**src/rtl/dram_mux_ctrl.sv**
```systemverilog
module dram_mux_ctrl #(
  parameter int ROW_W        = 11,
  parameter int COL_W        = 11,
  parameter int DATA_W       = 4,
  parameter int T_RCD        = 2,
  parameter int T_CAS        = 2,
  parameter int T_RP         = 2,
  parameter int REF_INTERVAL = 780
) (
  input  logic                    clk,
  input  logic                    rst_n,
  input  logic                    req_valid,
  output logic                    req_ready,
  input  logic                    req_write,
  input  logic [ROW_W+COL_W-1:0]  req_addr,
  input  logic [DATA_W-1:0]       req_wdata,
  output logic                    rsp_valid,
  output logic [DATA_W-1:0]       rsp_rdata,
  output logic [((ROW_W > COL_W) ? ROW_W : COL_W)-1:0] dram_addr,
  output logic                    dram_ras_n,
  output logic                    dram_cas_n,
  output logic                    dram_we_n,
  output logic                    dram_oe_n,
  output logic [DATA_W-1:0]       dram_dq_out,
  output logic                    dram_dq_oe,
  input  logic [DATA_W-1:0]       dram_dq_in
);
  localparam int PIN_W = (ROW_W > COL_W) ? ROW_W : COL_W;
  localparam int CNT_W = $clog2(T_RCD + T_CAS + T_RP + 1) + 1;
  localparam int TMR_W = $clog2(REF_INTERVAL + 1);

  typedef enum logic [2:0] {S_IDLE, S_ROW, S_COL, S_PRE, S_REF} state_t;

  state_t             st;
  logic [CNT_W-1:0]   cnt;
  logic [ROW_W-1:0]   row_q;
  logic [COL_W-1:0]   col_q;
  logic               wr_q;
  logic [DATA_W-1:0]  wd_q;
  logic [ROW_W-1:0]   ref_row;
  logic               ref_pend;
  logic [TMR_W-1:0]   tmr;
  logic               tmr_fire;
  logic               cnt_done;

  assign tmr_fire = (tmr == TMR_W'(REF_INTERVAL - 1));
  assign cnt_done = (cnt == '0);

  always_ff @(posedge clk) begin
    if (!rst_n) begin
      st        <= S_IDLE;
      cnt       <= '0;
      row_q     <= '0;
      col_q     <= '0;
      wr_q      <= 1'b0;
      wd_q      <= '0;
      ref_row   <= '0;
      ref_pend  <= 1'b0;
      tmr       <= '0;
      rsp_valid <= 1'b0;
      rsp_rdata <= '0;
    end else begin
      rsp_valid <= 1'b0;
      tmr       <= tmr_fire ? '0 : tmr + 1'b1;
      case (st)
        S_IDLE: begin
          if (ref_pend) begin
            st       <= S_REF;
            cnt      <= CNT_W'(T_RCD + T_CAS - 1);
            ref_pend <= 1'b0;
          end else if (req_valid) begin
            st    <= S_ROW;
            cnt   <= CNT_W'(T_RCD - 1);
            row_q <= req_addr[ROW_W+COL_W-1:COL_W];
            col_q <= req_addr[COL_W-1:0];
            wr_q  <= req_write;
            wd_q  <= req_wdata;
          end
        end
        S_ROW: begin
          if (cnt_done) begin
            st  <= S_COL;
            cnt <= CNT_W'(T_CAS - 1);
          end else begin
            cnt <= cnt - 1'b1;
          end
        end
        S_COL: begin
          if (cnt_done) begin
            if (!wr_q) begin
              rsp_rdata <= dram_dq_in;
              rsp_valid <= 1'b1;
            end
            st  <= S_PRE;
            cnt <= CNT_W'(T_RP - 1);
          end else begin
            cnt <= cnt - 1'b1;
          end
        end
        S_REF: begin
          if (cnt_done) begin
            ref_row <= ref_row + 1'b1;
            st      <= S_PRE;
            cnt     <= CNT_W'(T_RP - 1);
          end else begin
            cnt <= cnt - 1'b1;
          end
        end
        S_PRE: begin
          if (cnt_done) st <= S_IDLE;
          else          cnt <= cnt - 1'b1;
        end
        default: st <= S_IDLE;
      endcase
      if (tmr_fire) ref_pend <= 1'b1;
    end
  end

  assign req_ready   = (st == S_IDLE) && !ref_pend;
  assign dram_ras_n  = !((st == S_ROW) || (st == S_COL) || (st == S_REF));
  assign dram_cas_n  = (st != S_COL);
  assign dram_we_n   = !((st == S_COL) && wr_q);
  assign dram_oe_n   = !((st == S_COL) && !wr_q);
  assign dram_dq_oe  = (st == S_COL) && wr_q;
  assign dram_dq_out = wd_q;
  assign dram_addr   = (st == S_COL) ? PIN_W'(col_q) :
                       (st == S_REF) ? PIN_W'(ref_row) : PIN_W'(row_q);
endmodule

```
**config.mk**
```make
export PLATFORM = sky130hd
export DESIGN_NAME = dram_mux_ctrl
export DESIGN_NICKNAME = d
export VERILOG_FILES = /design/src/rtl/dram_mux_ctrl.sv
export SDC_FILE = /design/constraint.sdc
export NUM_CORES = 1
export LEC_CHECK = 0
export ABC_AREA = 1
export CAP_MARGIN = 0
export CELL_PAD_IN_SITES_DETAIL_PLACEMENT = 1
export CELL_PAD_IN_SITES_GLOBAL_PLACEMENT = 2
export CORE_UTILIZATION = 27
export CTS_BUF_LIST = sky130_fd_sc_hd__clkbuf_16
export CTS_CLUSTER_SIZE = 20
export DETAILED_ROUTE_END_ITERATION = 12
export PLACE_DENSITY_LB_ADDON = 0.1
export SLEW_MARGIN = 20
export SYNTH_ARGS = -nofsm -noshare
export SYNTH_HDL_FRONTEND = slang
export SYNTH_SLANG_ARGS = --single-unit
```
**constraint.sdc**
```tcl
create_clock -name clk -period 1.9 [get_ports clk]
set_input_delay 0.38 -clock clk [delete_from_list [all_inputs] [get_ports clk]]
set_output_delay 0.38 -clock clk [all_outputs]
set_load 0.005 [all_outputs]
```
==> impl_metrics.ini, run 1 <==
[cells_and_area]
layout.nets = 550
multi_input_area_um2 = 1620
mostFrequentLayoutCells = nor2_1 (100), nand2_1 (80), dfxtp_1 (58)
stdcell_count = 652
regArea_um2 = 1230
utilization = 0.412
final_common_cell = nor2_1
diodes = 0
fillerInstances = 1305
final_cell_area_um2 = 4260
area_delta_synth_final_pct = 48.0
drive_above_1_share = 0.172

[pwr]
p_int_mw = 3.63
p_leak_nw = 1.77
seq_power_share = 0.295
p_comb_frac = 0.428
swShare = 0.361
ir_drop_mv = 0.512
switching_power_mw = 2.05
power.density_nw_per_um2 = 1340
finalPower_mw = 5.69
clockPowerShare = 0.277

[sta]
rsz0062_at_grt = yes
worst_slew_pin_slew_ns = 0.449
fmax_mhz = 535
holdWs_ns = 0.446
fin_worst_skew_ns = 0.00621
finalHoldViolCount = 0
setup_ws_ns = 0.0305
finalSetupTns_ns = 0
period_share = 0.984
slew_violations = 0
setup_viol = 0
slew_headroom = 0.701
min_period_ns = 1.87

[yosys]
ys_seq_area_frac = 0.425
synth_seq_cells = 61
synth.avg_cell_area_um2 = 6.75
synth_nets = 464
netlist_instances = 426
synth_cell_type_count = 24
yosys_warnings = 0
syn-cell-area_um2 = 2880

[global_route]
grt_pass1_vias = 3119
grt_use_total = 0.180
met1_usage = 0.233
grt_pass1_wl_um = 15400
antenna_found_initial = 0
overflow = 0
globalRouteMet2Util = 0.293
gr-usage-met3 = 0.0362
grt_max_degree = 27
grt_busiest_layer = met2

[die]
io-pin-count = 60
die-area_um2 = 11100
start_util = 0.279
coreArea_um2 = 10300
row_count = 37
die_w_um = 105
die_h_um = 105

[cts]
cts_root_buf = clkbuf_16
cts_tree = done
cts_htree_levels = 3
cts_buffers = 9
cts.sinks = 61
clk_pin_slew_ns = 0.06
max-clock-path-buffers = 2
insertion_delay_ns = 0.33

[placement]
io_buffers = 59
place.detailed.hpwl_um = 6870
dpl_cell_area_um2 = 3780
place_congestion = 0.754
place_inst = 635
dp_slack_ns = -0.0972

[critical_path]
cp_slowest_stage_delay_ns = 0.36
rr_startpoint = cnt[0]$_SDFFE_PN0P_
r2r_cells = 9
crit_start = st[0]$_SDFFE_PN0P_
worstPathCellList = nor2_4, nand2_4, buf_12, buf_16, a31oi_4, buf_2
r2r_slack_ns = 0.32
cp_top_family = buffers and inverters
r2r_end = cnt[2]$_SDFFE_PN0P_
cpMaxStageDelayCell = dfxtp_4
cp.required_ns = 1.52
cp.depth = 6
startpoint_type = flop
path_class = flop to primary output
crit_arrival_ns = 1.49
crit_fanout = 16
path_buf_inv = 3
crit_end = dram_addr[9]
crit_path_end_kind = primary output

[routing]
drc = 0
drt-total-wl_um = 9220
vias_per_cell = 4.56
routedWlPerCell_um = 14.1
drtAntennaViolNets = 0
dr.first_iter.drc_count = 86
dr.pass1.iters = 4
num_vias = 2973

[outcome]
run_status = complete, no violations

[hold_path]
hold_start = tmr[0]$_SDFF_PP0_
hp-class = flop to flop

[job]
cap_violations = 0
cell type report:
| cell class | instances | area share |
|---|---|---|
| flip-flops and latches | 61 | 0.288 |
| well taps | 136 | 0.0400 |
| clock inverters | 6 | 0.0129 |
| repair buffers | 89 | 0.186 |
| inverters | 41 | 0.0379 |
| clock buffers | 9 | 0.0529 |
| multi-input cells | 310 | 0.381 |
flip-flops by register name (all words and copies together), names as in the netlist:
signal and flops:
col_q 11, rsp_rdata 4, row_q 11, ref_pend 1, cnt 4, wr_q 1
dram_dq_out 4, st 3, ref_row 11, tmr 10, rsp_valid 1
per-layer routing:
layer / vias up / wire (µm)
li1: 1540 / -
met5: - / 0
met2: 47 / 4170
met3: 9 / 302
met1: 1377 / 4600
met4: 0 / 140
worst reg2reg max path, cell delays in order, from the launching register on:
cell and delay [ns]:
dfxtp_1 0.31, inv_1 0.11, ha_1 0.19, nand2_1 0.06
nor2_1 0.21, nand2_1 0.11, nand3_1 0.22, inv_1 0.09
nand2_1 0.08, a21oi_1 0.05
synthesized netlist by cell type:
| cell | count | area, µm² |
|---|---|---|
| a21oi_1 | 18 | 90.1 |
| a31oi_1 | 11 | 68.8 |
| and3_1 | 2 | 12.5 |
| buf_2 | 3 | 15.0 |
| buf_6 | 3 | 33.8 |
| clkbuf_1 | 7 | 26.3 |
| clkbuf_2 | 1 | 5.00 |
| clkinv_4 | 1 | 8.76 |
| dfxtp_1 | 61 | 1220 |
| ha_1 | 4 | 50.1 |
| inv_1 | 39 | 146 |
| inv_2 | 1 | 3.75 |
| nand2_1 | 81 | 304 |
| nand2_2 | 3 | 18.8 |
| nand3_1 | 20 | 100 |
| nand4_1 | 7 | 43.8 |
| nor2_1 | 110 | 413 |
| nor2_4 | 3 | 33.8 |
| nor3_1 | 7 | 35.0 |
| nor3b_1 | 1 | 7.51 |
| o21ai_0 | 36 | 180 |
| o21bai_1 | 1 | 7.51 |
| or2_2 | 1 | 6.26 |
| xor2_1 | 5 | 43.8 |
kinds of logic after synthesis:
kind of cell | synth area share
fa+ha+maj | 0.0174
flops | 0.425
xor+xnor | 0.0152
simple gates | 0.339
buf+inv | 0.0831
compound gates | 0.121
power by group through the flow:
stage                     clock [mW]  sequential [mW]  combinational (mW)
after floorplan                    0             1.65                1.16
after global placement             0             1.67                2.20
after detailed placement           0             1.67                2.22
after CTS                       1.62             1.67                2.41
after global routing            1.69             1.71                2.70
final                           1.58             1.68                2.43
how the worst min path moves through the flow:
stage	to	cells after the start
2_1_floorplan	tmr[0]$_SDFF_PP0_	1
3_3_place_gp	tmr[0]$_SDFF_PP0_	1
3_5_place_dp	tmr[0]$_SDFF_PP0_	1
4_1_cts	tmr[0]$_SDFF_PP0_	1
5_1_grt	tmr[0]$_SDFF_PP0_	1
6_report	tmr[0]$_SDFF_PP0_	1
repair_timing:
action	in CTS	in global routing
hold buffers	0	0
resized for setup	77	16
pin swaps	4	3
endpoints found under the setup margin	17	10
buffers inserted	2	0
cloned	0	0
Note: power is estimated with default switching activity, not from simulation.
==> run 2: changes to the inputs <==
==> config.mk (replaced) <==
export PLATFORM = sky130hd
export DESIGN_NAME = dram_mux_ctrl
export DESIGN_NICKNAME = d
export VERILOG_FILES = /design/src/rtl/dram_mux_ctrl.sv
export SDC_FILE = /design/constraint.sdc
export NUM_CORES = 1
export LEC_CHECK = 0
export CAP_MARGIN = 0
export CELL_PAD_IN_SITES_DETAIL_PLACEMENT = 1
export CELL_PAD_IN_SITES_GLOBAL_PLACEMENT = 2
export CORE_UTILIZATION = 29
export CTS_BUF_LIST = sky130_fd_sc_hd__clkbuf_16
export DETAILED_ROUTE_END_ITERATION = 12
export PLACE_DENSITY_LB_ADDON = 0.1
export SYNTH_ARGS = -nofsm -noshare
export SYNTH_HDL_FRONTEND = slang
export SYNTH_SLANG_ARGS = --single-unit
==> run 2 against run 1 <==
Effect of this change: sequential cell count stayed put; the run now ends with negative setup slack left; combinational power fell by 36%; hold slack barely moved; clock power up 8%; sequential share of layout area grew 1.5 points; maximum frequency decreased by 6.7%; synthesized cell count shrank 19%; routed wire length is 14% lower; sequential power shrank 8%.
==> impl_metrics.ini, run 2 <==
[sta]
finalSetupTns_ns = -0.406
holdWs_ns = 0.445
slew_headroom = 0.754
worst_slew_pin_slew_ns = 0.360
setup_viol = 9
period_share = 1.05
slew_violations = 0
fin_worst_skew_ns = 0.00932
fmax_mhz = 499
min_period_ns = 2.00
setup_ws_ns = -0.103
finalHoldViolCount = 0
rsz0062_at_grt = yes

[routing]
dr.pass1.iters = 4
vias_per_cell = 4.87
drtAntennaViolNets = 0
drt-total-wl_um = 7930
dr.first_iter.drc_count = 47
routedWlPerCell_um = 14.7
num_vias = 2631
drc = 0

[die]
io-pin-count = 60
row_count = 34
die_h_um = 98.8
die_w_um = 98.8
start_util = 0.306
coreArea_um2 = 8890
die-area_um2 = 9760

[pwr]
p_leak_nw = 1.60
power.density_nw_per_um2 = 1180
ir_drop_mv = 0.504
finalPower_mw = 4.79

[hold_path]
hp-class = flop to flop
hold_start = tmr[0]$_SDFF_PP0_

[critical_path]
startpoint_type = flop
cpMaxStageDelayCell = dfxtp_4
path_class = flop to primary output
crit_fanout = 6
worstPathCellList = nor3b_4, buf_6, buf_4, mux2i_1, o21ai_1, buf_2
cp.required_ns = 1.52
cp_slowest_stage_delay_ns = 0.35
crit_arrival_ns = 1.62
crit_path_end_kind = primary output
path_buf_inv = 3
cp_top_family = buffers and inverters
crit_start = st[0]$_SDFFE_PN0P_
rr_startpoint = st[0]$_SDFFE_PN0P_
r2r_slack_ns = 0.08

[yosys]
async_reset_ff_frac = 0
synth_seq_cells = 61
ys.flop_type = dfxtp_1
yosysMostFrequentCell = nand2_1
synthSimpleGateAreaFrac = 0.250
synthTopCellsByArea = dfxtp_1 (45%), nand2_1 (12%), a21oi_1 (6.6%)
synth_top_family_by_area = simple AND/OR/NAND/NOR gates
synthMuxAreaShare = 0.0553
synthXorXnorAreaFrac = 0.0516
synth_nets = 381
syn-cell-area_um2 = 2720
yosysTopAreaCellShare = 0.450
yosys_warnings = 0
synth_compound_area_frac = 0.136
synth-edff-count = 0
netlist_instances = 343
ys_seq_area_frac = 0.450
yosys.area.top_type = dfxtp_1
synth.avg_cell_area_um2 = 7.92
synth_adder_area_share = 0.0184
synth_cell_type_count = 36
synthTopCellsByCount = nand2_1 (84), dfxtp_1 (61), a21oi_1 (36)

[outcome]
run_status = finished with violations
violations = negative setup slack

[cells_and_area]
mostFrequentLayoutCells = nand2_1 (81), dfxtp_1 (58), clkdlybuf4s50_1 (42)
area_delta_synth_final_pct = 49.1
drive_above_1_share = 0.190
diodes = 0
layout.nets = 465
final_common_cell = nand2_1
reg_top3 = col_q: 11 flops, ref_row: 11 flops, row_q: 11 flops

[cts]
cts_htree_levels = 3
holdBufCountCts = 0
max-clock-path-buffers = 2
insertion_delay_ns = 0.32
cts.sinks = 61
cts_tree = done
cts_buffers = 9
clk_pin_slew_ns = 0.05
cts_root_buf = clkbuf_16

[placement]
place.detailed.hpwl_um = 4980
place_congestion = 0.709
io_buffers = 59

[job]
cap_violations = 0

[global_route]
antenna_found_initial = 0
overflow = 0
grt_pass1_vias = 2644
grt_max_degree = 39
grt_use_total = 0.173
grt_pass1_wl_um = 13000
## run 2: area by class of cell
| class | instances | area (µm²) |
|---|---|---|
| clock inverter | 7 | 82.6 |
| tap | 108 | 135 |
| sequential | 61 | 1230 |
| timing repair buffer | 92 | 875 |
| clock buffer | 9 | 225 |
| fill | 1057 | 4840 |
| inverter | 8 | 30.0 |
| multi-input combinational | 255 | 1470 |
## run 2: power breakdown
part | internal [mW] | leakage (nW) | switching [mW]
clock network | 1.13 | 0.153 | 0.574
registers | 1.44 | 0.499 | 0.0994
logic | 0.772 | 0.950 | 0.777
total | 3.34 | 1.60 | 1.45
## run 2: logic make-up after synthesis
logic type	after synthesis
simple gates	150
compound gates	70
flops	61
buf+inv	27
xor+xnor	16
mux	15
fa+ha+maj	4
## run 2: worst paths after layout
check                                               end  depth (start not counted)
worst max-delay path                       dram_addr[2]                          6
worst max register to register  ref_row[5]$_SDFFE_PN0P_                          8
worst min register to register        tmr[0]$_SDFF_PP0_                          1
worst min-delay path                  tmr[0]$_SDFF_PP0_                          1
## run 2: stage by stage
step	worst slack, ns	instances	util	cell area, µm²
after detailed placement	-0.0519	507	0.398	3530
after global placement	-0.0339	507	0.398	3530
after floorplan	0.203	343	-	2720
after CTS	-0.184	535	0.449	4000
final	-0.103	540	0.456	4050
after global routing	-0.170	540	0.456	4050
## run 2: routing by layer
metal	wire, µm	vias to the layer above	track usage
met4	85	0	0.0482
met3	319	8	0.0468
li1	-	1318	-
met5	0	-	0
met1	3740	1258	0.216
met2	3790	47	0.292
## run 2: timing repair
action                                  CTS  global route
resized for setup                        61            34
buffers inserted                         10             7
pin swaps                                 9             8
endpoints found under the setup margin   17            21
cloned                                    2             0
==> run 3: changes to the inputs <==
==> constraint.sdc (replaced) <==
create_clock -name clk -period 2.3 [get_ports clk]
set_input_delay 0.46 -clock clk [delete_from_list [all_inputs] [get_ports clk]]
set_output_delay 0.46 -clock clk [all_outputs]
set_load 0.005 [all_outputs]
==> run 3 against run 2 <==
Effect of this change: the flow still finishes with violations (negative setup slack); global-route usage shrank 1.4 points; clock skew is 0.0023 ns lower; critical path type unchanged; routed wire length down 1.7%; sequential share of layout area is 0.39 points higher; sequential cell count unchanged; critical path depth increased by 1; sequential power fell by 18%.
==> impl_metrics.ini, run 3 (synthesized netlist as in run 2, its figures left out) <==
[pwr]
p_comb_frac = 0.311
power.density_nw_per_um2 = 935
seq_power_share = 0.341
finalPower_mw = 3.72
ir_drop_mv = 0.440
p_leak_nw = 1.58
p_int_mw = 2.58
swShare = 0.306
switching_power_mw = 1.14
clockPowerShare = 0.348

[global_route]
grt_pass1_wl_um = 12300
grt_max_degree = 29
grt_use_total = 0.158
antenna_found_initial = 0
overflow = 0
grt_pass1_vias = 2640

[sta]
finalHoldViolCount = 0
worst_slew_pin_slew_ns = 0.479
setup_viol = 5
slew_violations = 0
slew_headroom = 0.680
rsz0062_at_grt = yes
fin_worst_skew_ns = 0.00698
fmax_mhz = 431
min_period_ns = 2.32
period_share = 1.01
setup_ws_ns = -0.0205

[cells_and_area]
drive_above_1_share = 0.120
multi_input_area_um2 = 1430
reg_top3 = col_q: 11 flops, ref_row: 11 flops, row_q: 11 flops
regArea_um2 = 1220
mostFrequentLayoutCells = nand2_1 (84), dfxtp_1 (59), clkdlybuf4s50_1 (51)
layout.nets = 459
area_delta_synth_final_pct = 46.5
diodes = 0
final_common_cell = nand2_1
fillerInstances = 1037

[critical_path]
r2r_cells = 9
r2r_slack_ns = 0.38
startpoint_type = flop
crit_end = dram_addr[2]
crit_start = st[1]$_SDFFE_PN0P_
cp_top_family = buffers and inverters
crit_fanout = 6
rr_startpoint = st[1]$_SDFFE_PN0P_
worstPathCellList = nor3b_4, buf_6, clkbuf_16, buf_4, mux2i_1, o21ai_1, dlygate4sd2_1
cp_slowest_stage_delay_ns = 0.34
path_buf_inv = 4
crit_path_end_kind = primary output
r2r_end = cnt[3]$_SDFFE_PN0P_
cpMaxStageDelayCell = dfxtp_2
cp.depth = 7
cp.required_ns = 1.84
crit_arrival_ns = 1.86
path_class = flop to primary output

[job]
cap_violations = 0

[cts]
insertion_delay_ns = 0.33
clk_pin_slew_ns = 0.05
cts_buffers = 9
cts_htree_levels = 3
cts.sinks = 61
holdBufCountCts = 0
max-clock-path-buffers = 2
cts_root_buf = clkbuf_16
cts_tree = done

[die]
coreArea_um2 = 8890
row_count = 34
die_h_um = 98.8
die-area_um2 = 9760
io-pin-count = 60
start_util = 0.306
die_w_um = 98.8

[placement]
place_congestion = 0.674
dp_slack_ns = 0.256
place.detailed.hpwl_um = 4920
io_buffers = 59

[routing]
vias_per_cell = 4.84
drtAntennaViolNets = 0
dr.pass1.iters = 4
routedWlPerCell_um = 14.6
dr.first_iter.drc_count = 82
drt-total-wl_um = 7800
num_vias = 2582
drc = 0

[outcome]
violations = negative setup slack
run_status = finished with violations

[hold_path]
hp-class = flop to flop
## run 3: changes by cell type in the layout (fill, tap and decap cells not counted), moves of 4 or more
cell,delta
dlymetal6s2s_1,+4
clkdlybuf4s50_1,+9
mux2i_2,-4
buf_6,-5
buf_2,-10
clkbuf_2,-5
## run 3: layout make-up
cell class | instances | area share
inverters | 8 | 0.00755
clock inverters | 7 | 0.0148
flip-flops and latches | 61 | 0.308
well taps | 108 | 0.0340
repair buffers | 86 | 0.221
clock buffers | 9 | 0.0566
multi-input cells | 255 | 0.358
## run 3: metrics by stage
step / hold WS (ns) / util / setup TNS, ns / instance area, µm² / std cells
2_1_floorplan: 0.418 / - / 0 / 2720 / 343
3_3_place_gp: 0.430 / 0.391 / 0 / 3470 / 502
3_5_place_dp: 0.447 / 0.391 / 0 / 3470 / 502
4_1_cts: 0.454 / 0.424 / -0.00184 / 3770 / 520
5_1_grt: 0.475 / 0.448 / -0.724 / 3980 / 534
6_report: 0.454 / 0.448 / -0.0725 / 3980 / 534
## run 3: timing repair
item,in CTS,in global routing
setup endpoints to repair,12,8
endpoints found under the hold margin,0,0
gates cloned,0,3
pin swaps,0,3
buffers inserted,2,11
gates resized for setup,9,12
## run 3: power groups by stage
stage	registers [mW]	logic (mW)	clock network [mW]
finish	1.27	1.16	1.29
global route	1.29	1.29	1.38
CTS	1.26	1.06	1.32
detailed placement	1.28	1.06	0
global placement	1.27	1.05	0
floorplan	1.27	0.570	0
## run 3: worst reg2reg max path, delay by kind of cell, from the launching register on
| family | cells | cell delay [ns] |
|---|---|---|
| AO/OA/AOI/OAI | 3 | 0.57 |
| buffers and inverters | 4 | 0.49 |
| AND/OR/NAND/NOR | 2 | 0.41 |
| flip-flops | 1 | 0.34 |
## run 3: metal layers
metal	vias to the layer above	track usage	part of all wire
met5	-	0	0
met4	0	0.0586	0.013
met3	9	0.0383	0.040
met2	49	0.273	0.48
met1	1223	0.191	0.47
li1	1301	-	-
## run 3: worst min-delay path by stage
stage / startpoint / endpoint / slack (ns) / depth (start not counted)
after floorplan: tmr[0]$_SDFF_PP0_ / tmr[0]$_SDFF_PP0_ / 0.42 / 1
after global placement: tmr[0]$_SDFF_PP0_ / tmr[0]$_SDFF_PP0_ / 0.43 / 1
after detailed placement: col_q[6]$_SDFFE_PN0P_ / col_q[6]$_SDFFE_PN0P_ / 0.45 / 2
after CTS: col_q[6]$_SDFFE_PN0P_ / col_q[6]$_SDFFE_PN0P_ / 0.45 / 2
after global routing: col_q[8]$_SDFFE_PN0P_ / col_q[8]$_SDFFE_PN0P_ / 0.48 / 2
final: col_q[5]$_SDFFE_PN0P_ / col_q[5]$_SDFFE_PN0P_ / 0.45 / 2
